File: src/rtl/sfr_pkg.sv
package sfr_pkg;

   localparam int DUMMY_W = 5;

   typedef enum logic [1:0] {
      LN_1 = 2'd0,
      LN_2 = 2'd1,
      LN_4 = 2'd2
   } lane_e;

   typedef enum logic [2:0] {
      ST_IDLE,
      ST_CMD,
      ST_ADDR,
      ST_DUMMY,
      ST_DATA
   } seq_st_e;

   typedef struct packed {
      lane_e              addr_ln;
      lane_e              data_ln;
      logic [DUMMY_W-1:0] dummy;
      logic               four_byte;
   } rd_cfg_t;

   // log2 of the lane count
   function automatic int lane_sh(lane_e l);
      case (l)
         LN_2:    return 1;
         LN_4:    return 2;
         default: return 0;
      endcase
   endfunction

   function automatic logic [3:0] lane_mask(lane_e l);
      case (l)
         LN_2:    return 4'b0011;
         LN_4:    return 4'b1111;
         default: return 4'b0001;
      endcase
   endfunction

endpackage

File: src/rtl/sfr_mode_dec.sv
module sfr_mode_dec
   import sfr_pkg::*;
#(
   parameter int DUMMY_FAST = 8,
   parameter int DUMMY_WIDE = 8,
   parameter int DUMMY_DIO  = 4,
   parameter int DUMMY_QIO  = 6
) (
   input  logic [4:0] mode_i,
   input  logic       fast_i,
   output rd_cfg_t    cfg_o
);

   localparam int DMAX = (1 << DUMMY_W) - 1;

   if (DUMMY_FAST > DMAX || DUMMY_WIDE > DMAX || DUMMY_DIO > DMAX || DUMMY_QIO > DMAX) begin : g_bad_dummy
      $error("dummy count does not fit the dummy field");
   end

   always_comb begin
      cfg_o           = '0;
      cfg_o.four_byte = mode_i[4];
      cfg_o.addr_ln   = LN_1;
      cfg_o.data_ln   = LN_1;
      case (mode_i[3:0])
         4'b0001: begin
            cfg_o.data_ln = LN_2;
            cfg_o.dummy   = DUMMY_W'(DUMMY_WIDE);
         end
         4'b0011: begin
            cfg_o.data_ln = LN_2;
            cfg_o.addr_ln = LN_2;
            cfg_o.dummy   = DUMMY_W'(DUMMY_DIO);
         end
         4'b0100: begin
            cfg_o.data_ln = LN_4;
            cfg_o.dummy   = DUMMY_W'(DUMMY_WIDE);
         end
         4'b1100: begin
            cfg_o.data_ln = LN_4;
            cfg_o.addr_ln = LN_4;
            cfg_o.dummy   = DUMMY_W'(DUMMY_QIO);
         end
         default: begin
            // single-line form, including every illegal combination
            cfg_o.dummy = fast_i ? DUMMY_W'(DUMMY_FAST) : '0;
         end
      endcase
   end

endmodule

File: src/rtl/sfr_tx_shift.sv
module sfr_tx_shift
   import sfr_pkg::*;
#(
   parameter int W = 40
) (
   input  logic         clk,
   input  logic         rst_n,
   input  logic         load_i,
   input  logic [W-1:0] load_val_i,
   input  logic         shift_i,
   input  lane_e        amt_i,
   output logic [3:0]   top_o
);

   if (W < 4) begin : g_bad_w
      $error("shift register narrower than one nibble");
   end

   logic [W-1:0] sr_q;

   always_ff @(posedge clk or negedge rst_n) begin
      if (!rst_n) begin
         sr_q <= '0;
      end else if (load_i) begin
         sr_q <= load_val_i;
      end else if (shift_i) begin
         case (amt_i)
            LN_2:    sr_q <= {sr_q[W-3:0], 2'b00};
            LN_4:    sr_q <= {sr_q[W-5:0], 4'b0000};
            default: sr_q <= {sr_q[W-2:0], 1'b0};
         endcase
      end
   end

   assign top_o = sr_q[W-1 -: 4];

endmodule

File: src/rtl/sfr_rx_shift.sv
module sfr_rx_shift
   import sfr_pkg::*;
#(
   parameter int W = 8
) (
   input  logic         clk,
   input  logic         rst_n,
   input  logic         clr_i,
   input  logic         shift_i,
   input  lane_e        ln_i,
   input  logic [3:0]   io_i,
   output logic [W-1:0] nxt_o
);

   if (W < 4 || (W % 4) != 0) begin : g_bad_w
      $error("receive width must be a multiple of four");
   end

   logic [W-1:0] cur_q;

   always_comb begin
      case (ln_i)
         LN_2:    nxt_o = {cur_q[W-3:0], io_i[1:0]};
         LN_4:    nxt_o = {cur_q[W-5:0], io_i};
         default: nxt_o = {cur_q[W-2:0], io_i[1]};
      endcase
   end

   always_ff @(posedge clk or negedge rst_n) begin
      if (!rst_n)       cur_q <= '0;
      else if (clr_i)   cur_q <= '0;
      else if (shift_i) cur_q <= nxt_o;
   end

endmodule

File: src/rtl/sflash_read_seq.sv
module sflash_read_seq
   import sfr_pkg::*;
#(
   parameter int SCK_HALF   = 1,
   parameter int DUMMY_FAST = 8,
   parameter int DUMMY_WIDE = 8,
   parameter int DUMMY_DIO  = 4,
   parameter int DUMMY_QIO  = 6
) (
   input  logic       clk,
   input  logic       rst_n,
   input  logic       start_i,
   input  logic       fast_rd_i,
   input  logic [4:0] bus_mode_i,
   input  logic [31:0] addr_i,
   input  logic [7:0] opc_single_i,
   input  logic [7:0] opc_dual_i,
   input  logic [7:0] opc_quad_i,
   input  logic [3:0] io_i,
   output logic       busy_o,
   output logic [7:0] rd_data_o,
   output logic       cs_n_o,
   output logic       sck_o,
   output logic [3:0] io_o,
   output logic [3:0] io_oe_o
);

   localparam int OP_W   = 8;
   localparam int ADR_W  = 32;
   localparam int TX_W   = OP_W + ADR_W;
   localparam int BYTE_W = 8;
   localparam int CNT_W  = $clog2(ADR_W + 1);
   localparam int DIV_W  = (SCK_HALF > 1) ? $clog2(SCK_HALF) : 1;

   if (SCK_HALF < 1) begin : g_bad_half
      $error("SCK_HALF must be at least one");
   end

   rd_cfg_t    cfg_d, cfg_q;
   seq_st_e    st_q;
   logic       ph_q, cs_q, busy_q, tick;
   logic [CNT_W-1:0] cnt_q;
   logic [BYTE_W-1:0] rd_q, rx_nxt;
   logic [OP_W-1:0]   op_sel;
   logic [TX_W-1:0]   load_val;
   logic [3:0]        tx_top;
   logic              launch, edge_hi, tx_shift, rx_shift;
   lane_e             tx_amt;

   sfr_mode_dec #(
      .DUMMY_FAST (DUMMY_FAST),
      .DUMMY_WIDE (DUMMY_WIDE),
      .DUMMY_DIO  (DUMMY_DIO),
      .DUMMY_QIO  (DUMMY_QIO)
   ) u_dec (
      .mode_i (bus_mode_i),
      .fast_i (fast_rd_i),
      .cfg_o  (cfg_d)
   );

   // opcode source follows the data lane count of the decoded form
   always_comb begin
      case (cfg_d.data_ln)
         LN_4:    op_sel = opc_quad_i;
         LN_2:    op_sel = opc_dual_i;
         default: op_sel = opc_single_i;
      endcase
   end

   assign load_val = {op_sel, cfg_d.four_byte ? addr_i : {addr_i[23:0], 8'h00}};
   assign launch   = start_i && !busy_q;
   assign edge_hi  = busy_q && tick && ph_q;
   assign tx_shift = edge_hi && (st_q == ST_CMD || st_q == ST_ADDR);
   assign rx_shift = edge_hi && (st_q == ST_DATA);
   assign tx_amt   = (st_q == ST_CMD) ? LN_1 : cfg_q.addr_ln;

   sfr_tx_shift #(.W(TX_W)) u_tx (
      .clk        (clk),
      .rst_n      (rst_n),
      .load_i     (launch),
      .load_val_i (load_val),
      .shift_i    (tx_shift),
      .amt_i      (tx_amt),
      .top_o      (tx_top)
   );

   sfr_rx_shift #(.W(BYTE_W)) u_rx (
      .clk     (clk),
      .rst_n   (rst_n),
      .clr_i   (launch),
      .shift_i (rx_shift),
      .ln_i    (cfg_q.data_ln),
      .io_i    (io_i),
      .nxt_o   (rx_nxt)
   );

   // half-period pacing of SCK
   if (SCK_HALF == 1) begin : g_nodiv
      assign tick = 1'b1;
   end else begin : g_div
      logic [DIV_W-1:0] div_q;
      always_ff @(posedge clk or negedge rst_n) begin
         if (!rst_n)                         div_q <= '0;
         else if (launch || !busy_q)         div_q <= '0;
         else if (div_q == DIV_W'(SCK_HALF - 1)) div_q <= '0;
         else                                div_q <= div_q + 1'b1;
      end
      assign tick = (div_q == DIV_W'(SCK_HALF - 1));
   end

   function automatic logic [CNT_W-1:0] addr_cycles(rd_cfg_t c);
      int bits;
      bits = c.four_byte ? ADR_W : 24;
      return CNT_W'((bits >> lane_sh(c.addr_ln)) - 1);
   endfunction

   function automatic logic [CNT_W-1:0] data_cycles(rd_cfg_t c);
      return CNT_W'((BYTE_W >> lane_sh(c.data_ln)) - 1);
   endfunction

   always_ff @(posedge clk or negedge rst_n) begin
      if (!rst_n) begin
         st_q   <= ST_IDLE;
         cfg_q  <= '0;
         cnt_q  <= '0;
         ph_q   <= 1'b0;
         cs_q   <= 1'b1;
         busy_q <= 1'b0;
         rd_q   <= '0;
      end else if (launch) begin
         cfg_q  <= cfg_d;
         st_q   <= ST_CMD;
         cnt_q  <= CNT_W'(OP_W - 1);
         ph_q   <= 1'b0;
         cs_q   <= 1'b0;
         busy_q <= 1'b1;
      end else if (busy_q && tick) begin
         ph_q <= !ph_q;
         if (ph_q) begin
            if (cnt_q != '0) begin
               cnt_q <= cnt_q - 1'b1;
            end else begin
               case (st_q)
                  ST_CMD: begin
                     st_q  <= ST_ADDR;
                     cnt_q <= addr_cycles(cfg_q);
                  end
                  ST_ADDR: begin
                     if (cfg_q.dummy == '0) begin
                        st_q  <= ST_DATA;
                        cnt_q <= data_cycles(cfg_q);
                     end else begin
                        st_q  <= ST_DUMMY;
                        cnt_q <= CNT_W'(cfg_q.dummy) - 1'b1;
                     end
                  end
                  ST_DUMMY: begin
                     st_q  <= ST_DATA;
                     cnt_q <= data_cycles(cfg_q);
                  end
                  default: begin
                     st_q   <= ST_IDLE;
                     cs_q   <= 1'b1;
                     busy_q <= 1'b0;
                     rd_q   <= rx_nxt;
                  end
               endcase
            end
         end
      end
   end

   always_comb begin
      io_o    = 4'b0000;
      io_oe_o = 4'b0000;
      case (st_q)
         ST_CMD: begin
            io_o    = {3'b000, tx_top[3]};
            io_oe_o = 4'b0001;
         end
         ST_ADDR: begin
            io_oe_o = lane_mask(cfg_q.addr_ln);
            case (cfg_q.addr_ln)
               LN_2:    io_o = {2'b00, tx_top[3:2]};
               LN_4:    io_o = tx_top;
               default: io_o = {3'b000, tx_top[3]};
            endcase
         end
         default: ;
      endcase
   end

   assign busy_o    = busy_q;
   assign cs_n_o    = cs_q;
   assign sck_o     = ph_q;
   assign rd_data_o = rd_q;


   idle_quiet_chk: assert property (@(posedge clk) disable iff (!rst_n)
      cs_n_o |-> (!sck_o && io_oe_o == 4'b0000));


   launch_chk: assert property (@(posedge clk) disable iff (!rst_n)
      (start_i && !busy_o) |=> (busy_o && !cs_n_o));


   oe_shape_chk: assert property (@(posedge clk) disable iff (!rst_n)
      io_oe_o inside {4'b0000, 4'b0001, 4'b0011, 4'b1111});


   dummy_hiz_chk: assert property (@(posedge clk) disable iff (!rst_n)
      (st_q == ST_DUMMY || st_q == ST_DATA) |-> (io_oe_o == 4'b0000));


   done_chk: assert property (@(posedge clk) disable iff (!rst_n)
      $fell(busy_o) |-> (cs_n_o && !sck_o));

   if (SCK_HALF == 1) begin : g_sck_chk

      sck_toggle_chk: assert property (@(posedge clk) disable iff (!rst_n)
         (busy_o && $past(busy_o)) |-> (sck_o != $past(sck_o)));
   end

endmodule

File: config.mk
export PLATFORM = sky130hd
export DESIGN_NAME = sflash_read_seq
export DESIGN_NICKNAME = d
export VERILOG_FILES = /design/src/rtl/sfr_pkg.sv /design/src/rtl/sfr_mode_dec.sv /design/src/rtl/sfr_tx_shift.sv /design/src/rtl/sfr_rx_shift.sv /design/src/rtl/sflash_read_seq.sv
export SDC_FILE = /design/constraint.sdc
export NUM_CORES = 1
export LEC_CHECK = 0
export BUFFER_PORTS_ARGS = -buffer_cell sky130_fd_sc_hd__buf_4
export CAP_MARGIN = 20
export CORE_MARGIN = 1
export CORE_UTILIZATION = 50
export CTS_BUF_LIST = sky130_fd_sc_hd__clkbuf_4
export CTS_CLUSTER_DIAMETER = 30
export DETAILED_ROUTE_END_ITERATION = 16
export PLACE_DENSITY = 0.74
export SYNTH_ARGS = -nofsm -noshare
export SYNTH_HDL_FRONTEND = slang
export SYNTH_SLANG_ARGS = --single-unit
File: constraint.sdc
create_clock -name clk -period 3.3 [get_ports clk]
set_input_delay 0.66 -clock clk [delete_from_list [all_inputs] [get_ports clk]]
set_output_delay 0.66 -clock clk [all_outputs]
set_load 0.05 [all_outputs]
==> run summary, run 1 <==
The total count of max-transition violations in the final report is 0. After clock tree synthesis, the clock-pin slew on the worst setup and hold paths is 130 ps. The classification of the worst setup path is flip-flop to output port. For this run, the number of standard cells in the final layout without fillers is 840. The iteration count of the initial detailed-routing pass is 5. The kind of cell adding the most delay to the critical path is flip-flops. The TritonCTS buffer count came out at 9.

The gate count of the mapped netlist came out at 653. The number of buffers and inverters on the critical path is 2. In this run the core area contains 36 standard-cell rows.

The clock latency on the worst-skew pair came out at 430 ps. The chip height is 104 um. The worst relative slew slack came out at 0.334. The endpoint of the worst-slack reg-to-reg timing path is u_tx.sr_q[10]$_DFFE_PN0P_. The count of nets after finishing came out at 789.

The synthesis-to-finish area growth is 17.1%. The count of endpoints failing hold in the final timing report is 0. The synthesis warning total is 0.

The shortest clock period the worst path allows after layout came out at 2840 ps. 0 antenna diodes ended up in the layout. The clock arrives with 11.4 ps of skew.

Using the TritonRoute via totals, the vias-per-cell ratio works out to 5.93. The number of flops mapped to enable cells by yosys came out at 0. The clock tree root driver cell is sky130_fd_sc_hd__clkbuf_4. The number of remaining DRC errors is 0. The placed wire-length estimate after detailed placement is 9.43 mm. The number of design-rule violations left by the first detailed-router iteration is 284. The maximum number of pins on one net before global-route repair came out at 76. The worst hold path belongs to the class input pin to asynchronous set/reset pin. The total of buffers placed on input and output ports is 87. The initial antenna violation count is 0. The number of setup buffers added after CTS is 0.

The required time of the critical path is 2640 ps. The slowest stage of the critical path belongs to the cell sky130_fd_sc_hd__dfrtp_1. The global router's overall resource usage is 0.249. The net count after synthesis is 740. The final design area excluding fillers is 6040 sq um.

The max-capacitance violation count came out at 0. The average wire per cell in the routed design is 15.8 um. The delay of the slowest cell on the worst path is 420 ps. The peak supply drop came out at 0.000522 V. The via count of the first global-routing pass is 4690. The worst register-to-register path begins at st_q[0]$_DFFE_PN0P_.

Dividing the final minimum period by the clock period gives 0.862. Setup repair after global routing left no endpoint under its margin. The setup slack of the worst register-to-register path is 720 ps.

The register bit count reported by yosys came out at 75. 88 I/O pins were placed. The worst setup slack after placement came out at 781 ps.

The clock sink count came out at 75. The flow ran to the end, and the final reports show no timing, DRC or antenna violations. The via count of the routed design is 4983. The horizontal die dimension came out at 104 um. The leakage power total came out at 2.57 nW. The sum of negative setup slack is 0 ps. The endpoint type of the worst setup path is an output port. The number of hold buffers added after cts is 0. The number of resized instances in the post-cts repair step is 0. The number of antenna-violating nets in the routed design is 0. TritonCTS built the clock tree. The instance count after placement with tap cells included came out at 824. The critical path startpoint category is a flip-flop. The measured slew at the worst slew-check pin is 999 ps. Derived from the worst setup path, the maximum achievable clock frequency is 352 MHz. The power density normalized to cell area is 799 nW/um^2. The mean instance size in the synthesized netlist is 7.89 sq um. Setup slack closes at 456 ps. The starting density of the core is 0.522. The share of synthesized flip-flops with an asynchronous set or reset is 1.00.

Counting stages on the worst path, the most repeated cell is sky130_fd_sc_hd__nor2_1. The final wirelength came out at 13.3 mm. The area of the core came out at 9860 sq um.

The wire length of the first global-routing pass came out at 22.1 mm. The number of different library cells in the post-synthesis netlist came out at 56. The placed instance area is 5850 sq um. The final global-route overflow total is 0. The area of the die is 10700 sq um. The total of endpoints with negative setup slack in the final report is 0. The H-tree was split into 3 levels.

At the worst endpoint, the arrival time is 2180 ps. The congestion estimate from routability-driven global placement came to 0.841. Traced cell by cell, the critical path runs through inv_1 > ha_1 > a22oi_1 > nor2_1 > a21oi_1 > o22a_1 > nor2_1 > buf_4. The top fanout value on the critical path is 9. The post-layout total power is 4.83 mW.

The primary flip-flop cell chosen by synthesis mapping is sky130_fd_sc_hd__dfrtp_1. Of the cells placed in the final design, the portion with a size suffix greater than 1 is 0.177. Measured in cells, the most critical reg-to-reg path has a length of 8. The sequential element share of the synthesized area came out at 0.364. No sink is reached through more buffers than the 2 on the longest clock path. After synthesis the cells add up to 5150 sq um.
cells in the mapped netlist (all sizes together) (4+ instances only):
library cell	number	area [sq um]
buf	11	61.3
a221oi	16	140
and2	4	25.0
o21ai	96	480
nor3	18	90.1
ha	18	225
nand2	91	342
mux2i	27	270
nor2	48	180
nor2b	15	93.8
a31oi	9	56.3
a21oi	51	259
inv	22	82.6
nand2b	8	50.1
clkbuf	46	173
nand3	10	50.1
dfrtp	74	1850
a22oi	41	308
state kept, by name, indices dropped and copies added, names as in the netlist:
register,count
busy_o,1
cfg_q,8
cnt_q,6
cs_n_o,1
rd_data_o,8
sck_o,1
st_q,3
u_rx.cur_q,7
u_tx.sr_q,40
area by class of cell:
type                       count  area (sq um)
tap                          133           166
multi-input combinational    499          2980
sequential                    75          1880
clock buffer                   9          67.6
inverter                      22          82.6
fill                         869          3830
timing repair buffer          95           738
clock inverter                 7           124
through the flow:
step	hold WS (ps)	utilization
floorplan	364	-
global placement	455	0.593
detailed placement	470	0.593
CTS	401	0.612
global route	421	0.612
finish	351	0.612
cells by family after synthesis:
| logic type | share of synthesized area |
|---|---|
| AO/OA/AOI/OAI | 0.290 |
| AND/OR/NAND/NOR | 0.179 |
| buffers and inverters | 0.0614 |
| flip-flops | 0.364 |
| multiplexers | 0.0590 |
| adder cells (fa/ha/maj) | 0.0437 |
| XOR/XNOR | 0.00170 |
metal layers:
metal	part of all wire	track usage	routed length (um)	vias up
met5	0	0	0	-
met4	0.031	0.0911	415	0
met3	0.043	0.0478	565	36
met2	0.49	0.424	6500	153
met1	0.44	0.314	5770	2349
li1	-	-	-	2445
power by group:
part	internal, mW	leakage (nW)	switching [mW]
sequential	1.27	0.968	0.374
combinational	0.946	1.50	1.49
clock	0.391	0.102	0.359
cell usage in the layout, fill, tap and decap left out, drive strengths merged, types with 3 or more instances in the layout:
cell type | Yosys | layout
o21ai | 96 | 96
buf | 11 | 95
nand2 | 91 | 91
dfrtp | 74 | 74
a21oi | 51 | 51
nor2 | 48 | 48
a22oi | 41 | 41
mux2i | 27 | 27
inv | 22 | 24
nor3 | 18 | 18
ha | 18 | 18
a221oi | 16 | 16
nor2b | 15 | 15
nand3 | 10 | 10
a31oi | 9 | 9
clkbuf | 46 | 9
nand2b | 8 | 8
and2 | 4 | 4
nor4 | 3 | 3
o211ai | 3 | 3
a211oi | 3 | 3
mux2 | 3 | 3
bufinv | 0 | 3
or2 | 3 | 3
how the worst max path moves through the flow:
stage | cells after the start | endpoint | startpoint
6_report | 8 | io_o[0] | cfg_q[8]$_DFFE_PN0P_
5_1_grt | 8 | io_o[0] | cfg_q[8]$_DFFE_PN0P_
4_1_cts | 8 | io_o[0] | cfg_q[8]$_DFFE_PN0P_
3_5_place_dp | 8 | u_tx.sr_q[39]$_DFFE_PN0P_ | bus_mode_i[3]
3_3_place_gp | 8 | u_tx.sr_q[10]$_DFFE_PN0P_ | st_q[0]$_DFFE_PN0P_
2_1_floorplan | 5 | io_o[1] | st_q[2]$_DFFE_PN0P_
No activity file was read; power rests on OpenSTA's default activity.
==> run 2: changes to the inputs <==
--- a/config.mk
+++ b/config.mk
@@ -8,7 +8,7 @@
 export BUFFER_PORTS_ARGS = -buffer_cell sky130_fd_sc_hd__buf_4
 export CAP_MARGIN = 20
 export CORE_MARGIN = 1
-export CORE_UTILIZATION = 50
+export CORE_UTILIZATION = 49
 export CTS_BUF_LIST = sky130_fd_sc_hd__clkbuf_4
 export CTS_CLUSTER_DIAMETER = 30
 export DETAILED_ROUTE_END_ITERATION = 16
==> run 2 against run 1 <==
Sequential share of layout area is 0.32 points higher. Highest routed layer unchanged. Via count shrank 0.18%. Largest power group unchanged. Combinational power is essentially flat. Critical endpoint unchanged. Clock power decreased by 34%. Maximum frequency increased by 2.7%. Sequential power barely moved. Clock skew grew 7.8 ps. Sequential cell count unchanged. Largest cell class unchanged.
==> run summary, run 2 (same netlist as run 1, synthesis figures left out) <==
The placed wire-length estimate after detailed placement is 9.40 mm. The number of antenna-violating nets in the routed design came out at 0. The classification of the worst setup path is flip-flop to output port. In this run the most used layer during global routing was met2. The largest register by flop count is u_tx.sr_q. The met3 track utilization from global routing came out at 0.0337. The root buffer cell chosen for the clock tree is sky130_fd_sc_hd__clkbuf_4. The worst relative slew slack is 0.360. The iteration count of the initial detailed-routing pass is 7. The total overflow left after global routing is 0. Setup repair after global routing left no endpoint under its margin. The clock sink count came out at 75.

The clock edge transition at the registers on the reported setup and hold paths is 140 ps. The number of resized instances in the post-cts repair step is 0. The measured slew at the worst slew-check pin came out at 959 ps. The number of filler cells placed in the layout came out at 993. The wire length of the first global-routing pass is 21.7 mm. The initial antenna violation count is 0. The final wirelength is 13.2 mm.

The top cell types in the final layout, fill and taps aside, are sky130_fd_sc_hd__o21ai_0, sky130_fd_sc_hd__buf_4, sky130_fd_sc_hd__nand2_1. The I/O pin count came out at 88. The count of endpoints failing hold in the final timing report came out at 0.

The number of remaining DRC errors is 0. After layout, the minimum clock period comes to 2770 ps. In the final design database the tool counted 790 nets.

The maximum buffer depth of the clock tree came out at 2. The post-layout total power is 4.60 mW. The clock latency on the worst-skew pair came out at 420 ps. The die is 105 um wide.

The leakage power total is 2.53 nW. The worst setup slack after placement is 819 ps. In the finished design, the share of the clock period the worst path needs comes to 0.839. IR analysis of the VDD net gives a maximum drop of 0.000472 V.

The via count normalized by instance count came out at 5.89. The top fanout value on the critical path is 9. The flow ran to the end, and the final reports show no timing, DRC or antenna violations. The power density normalized to cell area came out at 769 nW/um^2.

The total of buffers placed on input and output ports came out at 87. The starting density of the core is 0.501. The area of the core is 10300 sq um. The top achievable clock speed is 361 MHz. The via count of the routed design came out at 4974. Once the clock tree was built, the setup fixing pass inserted 0 buffers. Data on the critical path is required at its endpoint by 2640 ps. The weighted congestion at the end of routability-driven global placement came out at 0.866.

The chip height came out at 105 um. The endpoint type of the worst setup path is an output port. The repair_antennas step left the layout with diodes totalling 0. The final setup slack of the worst path is 531 ps. The via count of the first global-routing pass is 4681. The worst setup skew after layout came out at 19.1 ps. The TritonCTS buffer count came out at 9.

TritonCTS built the clock tree. For met2 alone, demand over resource in global routing was 0.418. The number of H-tree branching levels came out at 3. The global routing usage on met1 came out at 0.308. The synthesis-to-finish area growth came out at 16.0%. The sum of negative setup slack came out at 0 ps. The maximum number of pins on one net before global-route repair came out at 76. The number of design-rule violations left by the first detailed-router iteration is 289. The worst hold path belongs to the class input pin to asynchronous set/reset pin. Max-cap violations in this run came to 0. The flip-flop count of the largest register after layout came out at 40. The area of the die came out at 10900 sq um. The number of hold buffers added after cts came out at 0. The total of endpoints with negative setup slack in the final report came out at 0. The total count of max-transition violations in the final report came out at 0. For the worst setup path, the data arrival time is 2110 ps. The row count came out at 37. The global router's overall resource usage came out at 0.244. The share of final-layout standard cells stronger than drive strength 1 is 0.177. The worst setup path is launched from a flip-flop. Dividing the detail-routed wire length by the instance count gives 15.6 um.
-- run 2: power by group --
part | total (mW) | internal, mW | switching, mW
Clock | 0.492 | 0.152 | 0.340
Sequential | 1.65 | 1.27 | 0.376
Combinational | 2.46 | 0.966 | 1.49
Total | 4.60 | 2.39 | 2.21
-- run 2: worst paths after layout --
check	start	endpoint	slack (ps)	cells after the start
max	cfg_q[8]$_DFFE_PN0P_	io_o[0]	530	8
min	rst_n	cnt_q[5]$_DFFE_PN0P_	380	1
max reg2reg	cnt_q[0]$_DFFE_PN0P_	rd_data_o[2]$_DFFE_PN0P_	800	7
min reg2reg	cs_n_o$_DFFE_PN1P_	cs_n_o$_DFFE_PN1P_	480	2
max in group asynchronous	rst_n	u_tx.sr_q[22]$_DFFE_PN0P_	2300	1
min in group clk	cs_n_o$_DFFE_PN1P_	cs_n_o$_DFFE_PN1P_	480	2
-- run 2: final cells by class --
| class | count | area [sq um] | share of cell area |
|---|---|---|---|
| multi-input combinational | 499 | 2980 | 0.499 |
| sequential | 75 | 1880 | 0.314 |
| timing repair buffer | 96 | 753 | 0.126 |
| tap | 136 | 170 | 0.0285 |
| inverter | 22 | 82.6 | 0.0138 |
| clock buffer | 9 | 67.6 | 0.0113 |
| clock inverter | 7 | 43.8 | 0.00733 |
-- run 2: critical path, cell delays in order (launching register included) --
cell	delay (ps)
sky130_fd_sc_hd__dfrtp_1	420
sky130_fd_sc_hd__inv_1	120
sky130_fd_sc_hd__ha_1	330
sky130_fd_sc_hd__a22oi_1	140
sky130_fd_sc_hd__nor2_1	100
sky130_fd_sc_hd__a21oi_1	50
sky130_fd_sc_hd__o22a_1	150
sky130_fd_sc_hd__nor2_1	150
sky130_fd_sc_hd__buf_4	230
-- run 2: through the flow --
stage / area [sq um] / hold slack [ps] / std cells / util
finish: 5980 / 377 / 844 / 0.581
global route: 5980 / 436 / 844 / 0.581
CTS: 5980 / 391 / 844 / 0.581
detailed placement: 5860 / 464 / 828 / 0.571
global placement: 5840 / 457 / 827 / 0.568
floorplan: 5160 / 364 / 653 / -
-- run 2: metal layers --
| metal | up-vias | share of wire |
|---|---|---|
| li1 | 2448 | - |
| met1 | 2357 | 0.44 |
| met2 | 140 | 0.50 |
| met3 | 29 | 0.039 |
| met4 | 0 | 0.024 |
| met5 | - | 0 |
==> run 3: changes to the inputs <==
==> constraint.sdc (replaced) <==
create_clock -name clk -period 2.7 [get_ports clk]
set_input_delay 0.54 -clock clk [delete_from_list [all_inputs] [get_ports clk]]
set_output_delay 0.54 -clock clk [all_outputs]
set_load 0.05 [all_outputs]
==> run 3 against run 2 <==
Cell area rose by 2.8%. Hold slack got worse by 160 ps. Setup slack got worse by 380 ps. Global-route usage rose by 2.0 points. Clock-buffer cell count rose by 1. Wire length rose by 3.7%. Total power rose by 32%. Clock power rose by 67%. Critical path type unchanged.
==> run summary, run 3 (same netlist as run 1, synthesis figures left out) <==
The synthesis-to-finish area growth is 19.3%. Dividing the detail-routed wire length by the instance count gives 16.0 um. The placed wire-length estimate after detailed placement is 9.86 mm. The measured slew at the worst slew-check pin is 961 ps. The TritonCTS buffer count is 9.

The number of antenna-violating nets in the routed design is 0. The via count normalized by instance count is 5.87. STA classifies the critical path endpoint as an output port. Data arrives at the worst endpoint at 2010 ps. The via count of the first global-routing pass came out at 4778. The clock sink count came out at 75. STA puts the critical path data required time at 2160 ps. The first global-routing pass estimated 23.1 mm of wire. Of all nets on the critical path, the largest fanout is 15. The routing usage on met2 came out at 0.428. Leaving out fill and tap cells, the most frequent cells in the layout are sky130_fd_sc_hd__buf_4, sky130_fd_sc_hd__o21ai_0, sky130_fd_sc_hd__nand2_1. Before CTS, the worst setup slack after placement is 208 ps. The share of final-layout standard cells stronger than drive strength 1 is 0.196. The largest single stage delay on the critical path is 440 ps. The kind of cell with the highest combined delay along the critical path is buffers and inverters. The most prevalent standard cell on the critical path is sky130_fd_sc_hd__buf_4.

The leakage power total came out at 2.62 nW. The floorplan has 37 rows. The count of nets after finishing is 800. The number of cells on the critical path is 5.

The number of filler cells placed in the layout is 953. The number of hold buffers added after cts is 0. The weighted congestion at the end of routability-driven global placement came out at 0.880. The portion of the clock cycle consumed by the worst path in the final layout is 0.943. The starting density of the core came out at 0.501. The sum of negative setup slack came out at 0 ps. Static timing analysis puts the maximum clock frequency at 393 MHz. The critical path startpoint category is a flip-flop. The iteration count of the initial detailed-routing pass is 5. The global routing usage on met1 came out at 0.347. The area of the die is 10900 sq um. For this run, the total global-route usage over all layers was measured as 0.264.

Measured against its own limit, the worst slew margin works out to 0.359. Max-cap violations in this run came to 0. Entering global routing, the biggest net connects 76 pins. The number of remaining DRC errors is 0. The instance count after placement with tap cells included came out at 837. The I/O pin count came out at 88. The flip-flop count of the largest register after layout came out at 40.

The area of the core came out at 10300 sq um. In this run the register-to-register setup slack is 220 ps. The initial antenna violation count is 1. During placement, the flow inserted port buffers numbering 87. The tree is rooted in a sky130_fd_sc_hd__clkbuf_4. The clock edge transition at the registers on the reported setup and hold paths came out at 120 ps. Across all hold checks on the routed design, the worst slack comes to 218 ps. The met3 track utilization from global routing is 0.0618. The horizontal die dimension is 105 um. Clock latency on the worst-skew pair, taken at its later pin, is 470 ps. The total of endpoints with negative setup slack in the final report is 0.

Setup repair after global routing left no endpoint under its margin. The final global-route overflow total is 0. The count of buffering cells on the critical path with inverters included came out at 3. The number of design-rule violations left by the first detailed-router iteration is 368. The peak supply drop came out at 0.000507 V.

The global routing's busiest layer is met2. The total count of max-transition violations in the final report came to 0. The final setup slack of the worst path is 154 ps. The power density normalized to cell area is 986 nW/um^2. The final cell count without fillers came out at 855. Measured in cells, the most critical reg-to-reg path has a length of 7. TritonCTS built the clock tree. The worst-path cell with the longest stage delay is sky130_fd_sc_hd__dfrtp_1. The worst hold path belongs to the class input pin to asynchronous set/reset pin. The library cell used most frequently in the layout, excluding fill and tap cells, is sky130_fd_sc_hd__buf_4.

The largest register by flop count is u_tx.sr_q. The critical path is of the flip-flop to output port type. The chip height came out at 105 um. The worst setup skew after layout is 13.6 ps. The count of endpoints failing hold in the final timing report came to 0. The routed design could run at a clock period as short as 2550 ps. The run finished with clean final reports.

The maximum buffer depth of the clock tree is 2. The critical path goes through buf_4 > nand2b_1 > buf_4 > nor4_2 > buf_4. The final wirelength came out at 13.7 mm. The via count of the routed design came out at 5020. The H-tree was split into 3 levels.
==> run 3: changes by cell type in the layout (fill, tap and decap cells not counted), sizes merged <==
cell    delta
buf       +10
bufinv     +2
clkinv     -2
clkbuf     +1
diode      +1
inv        -1
==> run 3: per-stage QoR <==
| stage | util | instance area [sq um] | total power, mW |
|---|---|---|---|
| finish | 0.598 | 6150 | 6.06 |
| global route | 0.598 | 6150 | 6.56 |
| CTS | 0.596 | 6120 | 6.02 |
| detailed placement | 0.579 | 5960 | 5.20 |
| global placement | 0.579 | 5960 | 5.08 |
| floorplan | - | 5160 | 4.19 |
==> run 3: metal layers <==
metal	wire length [um]	vias up
met2	6690	168
li1	-	2459
met1	6000	2368
met3	756	25
met4	248	0
met5	0	-
==> run 3: timing repair <==
| item | CTS | global route |
|---|---|---|
| setup endpoints to repair | 0 | 7 |
| gates resized for setup | 0 | 5 |
| setup buffers | 0 | 1 |
==> run 3: final cells by class <==
cell class	count	area, sq um	share of cell area
Multi-Input combinational cell	499	3000	0.488
Sequential cell	75	1880	0.306
Timing Repair Buffer	106	846	0.138
Tap cell	136	170	0.0277
Clock inverter	6	90.1	0.0147
Inverter	22	82.6	0.0134
Clock buffer	10	75.1	0.0122
Antenna cell	1	2.50	0.000407
==> run 3: power by group <==
part           leakage [nW]  internal [mW]  switching, mW  total [mW]
clock network        0.0866          0.387          0.436       0.823
logic                  1.56           1.33           1.91        3.24
registers             0.968           1.55          0.449        2.00
total                  2.62           3.27           2.80        6.06
==> run 3: worst paths after layout <==
check	from	end
min	rst_n	rd_data_o[6]$_DFFE_PN0P_
max in group asynchronous	rst_n	u_tx.sr_q[13]$_DFFE_PN0P_
min reg2reg	cs_n_o$_DFFE_PN1P_	cs_n_o$_DFFE_PN1P_
min in group clk	start_i	busy_o$_DFF_PN0_
max reg2reg	cnt_q[0]$_DFFE_PN0P_	rd_data_o[4]$_DFFE_PN0P_
max	st_q[2]$_DFFE_PN0P_	io_o[1]
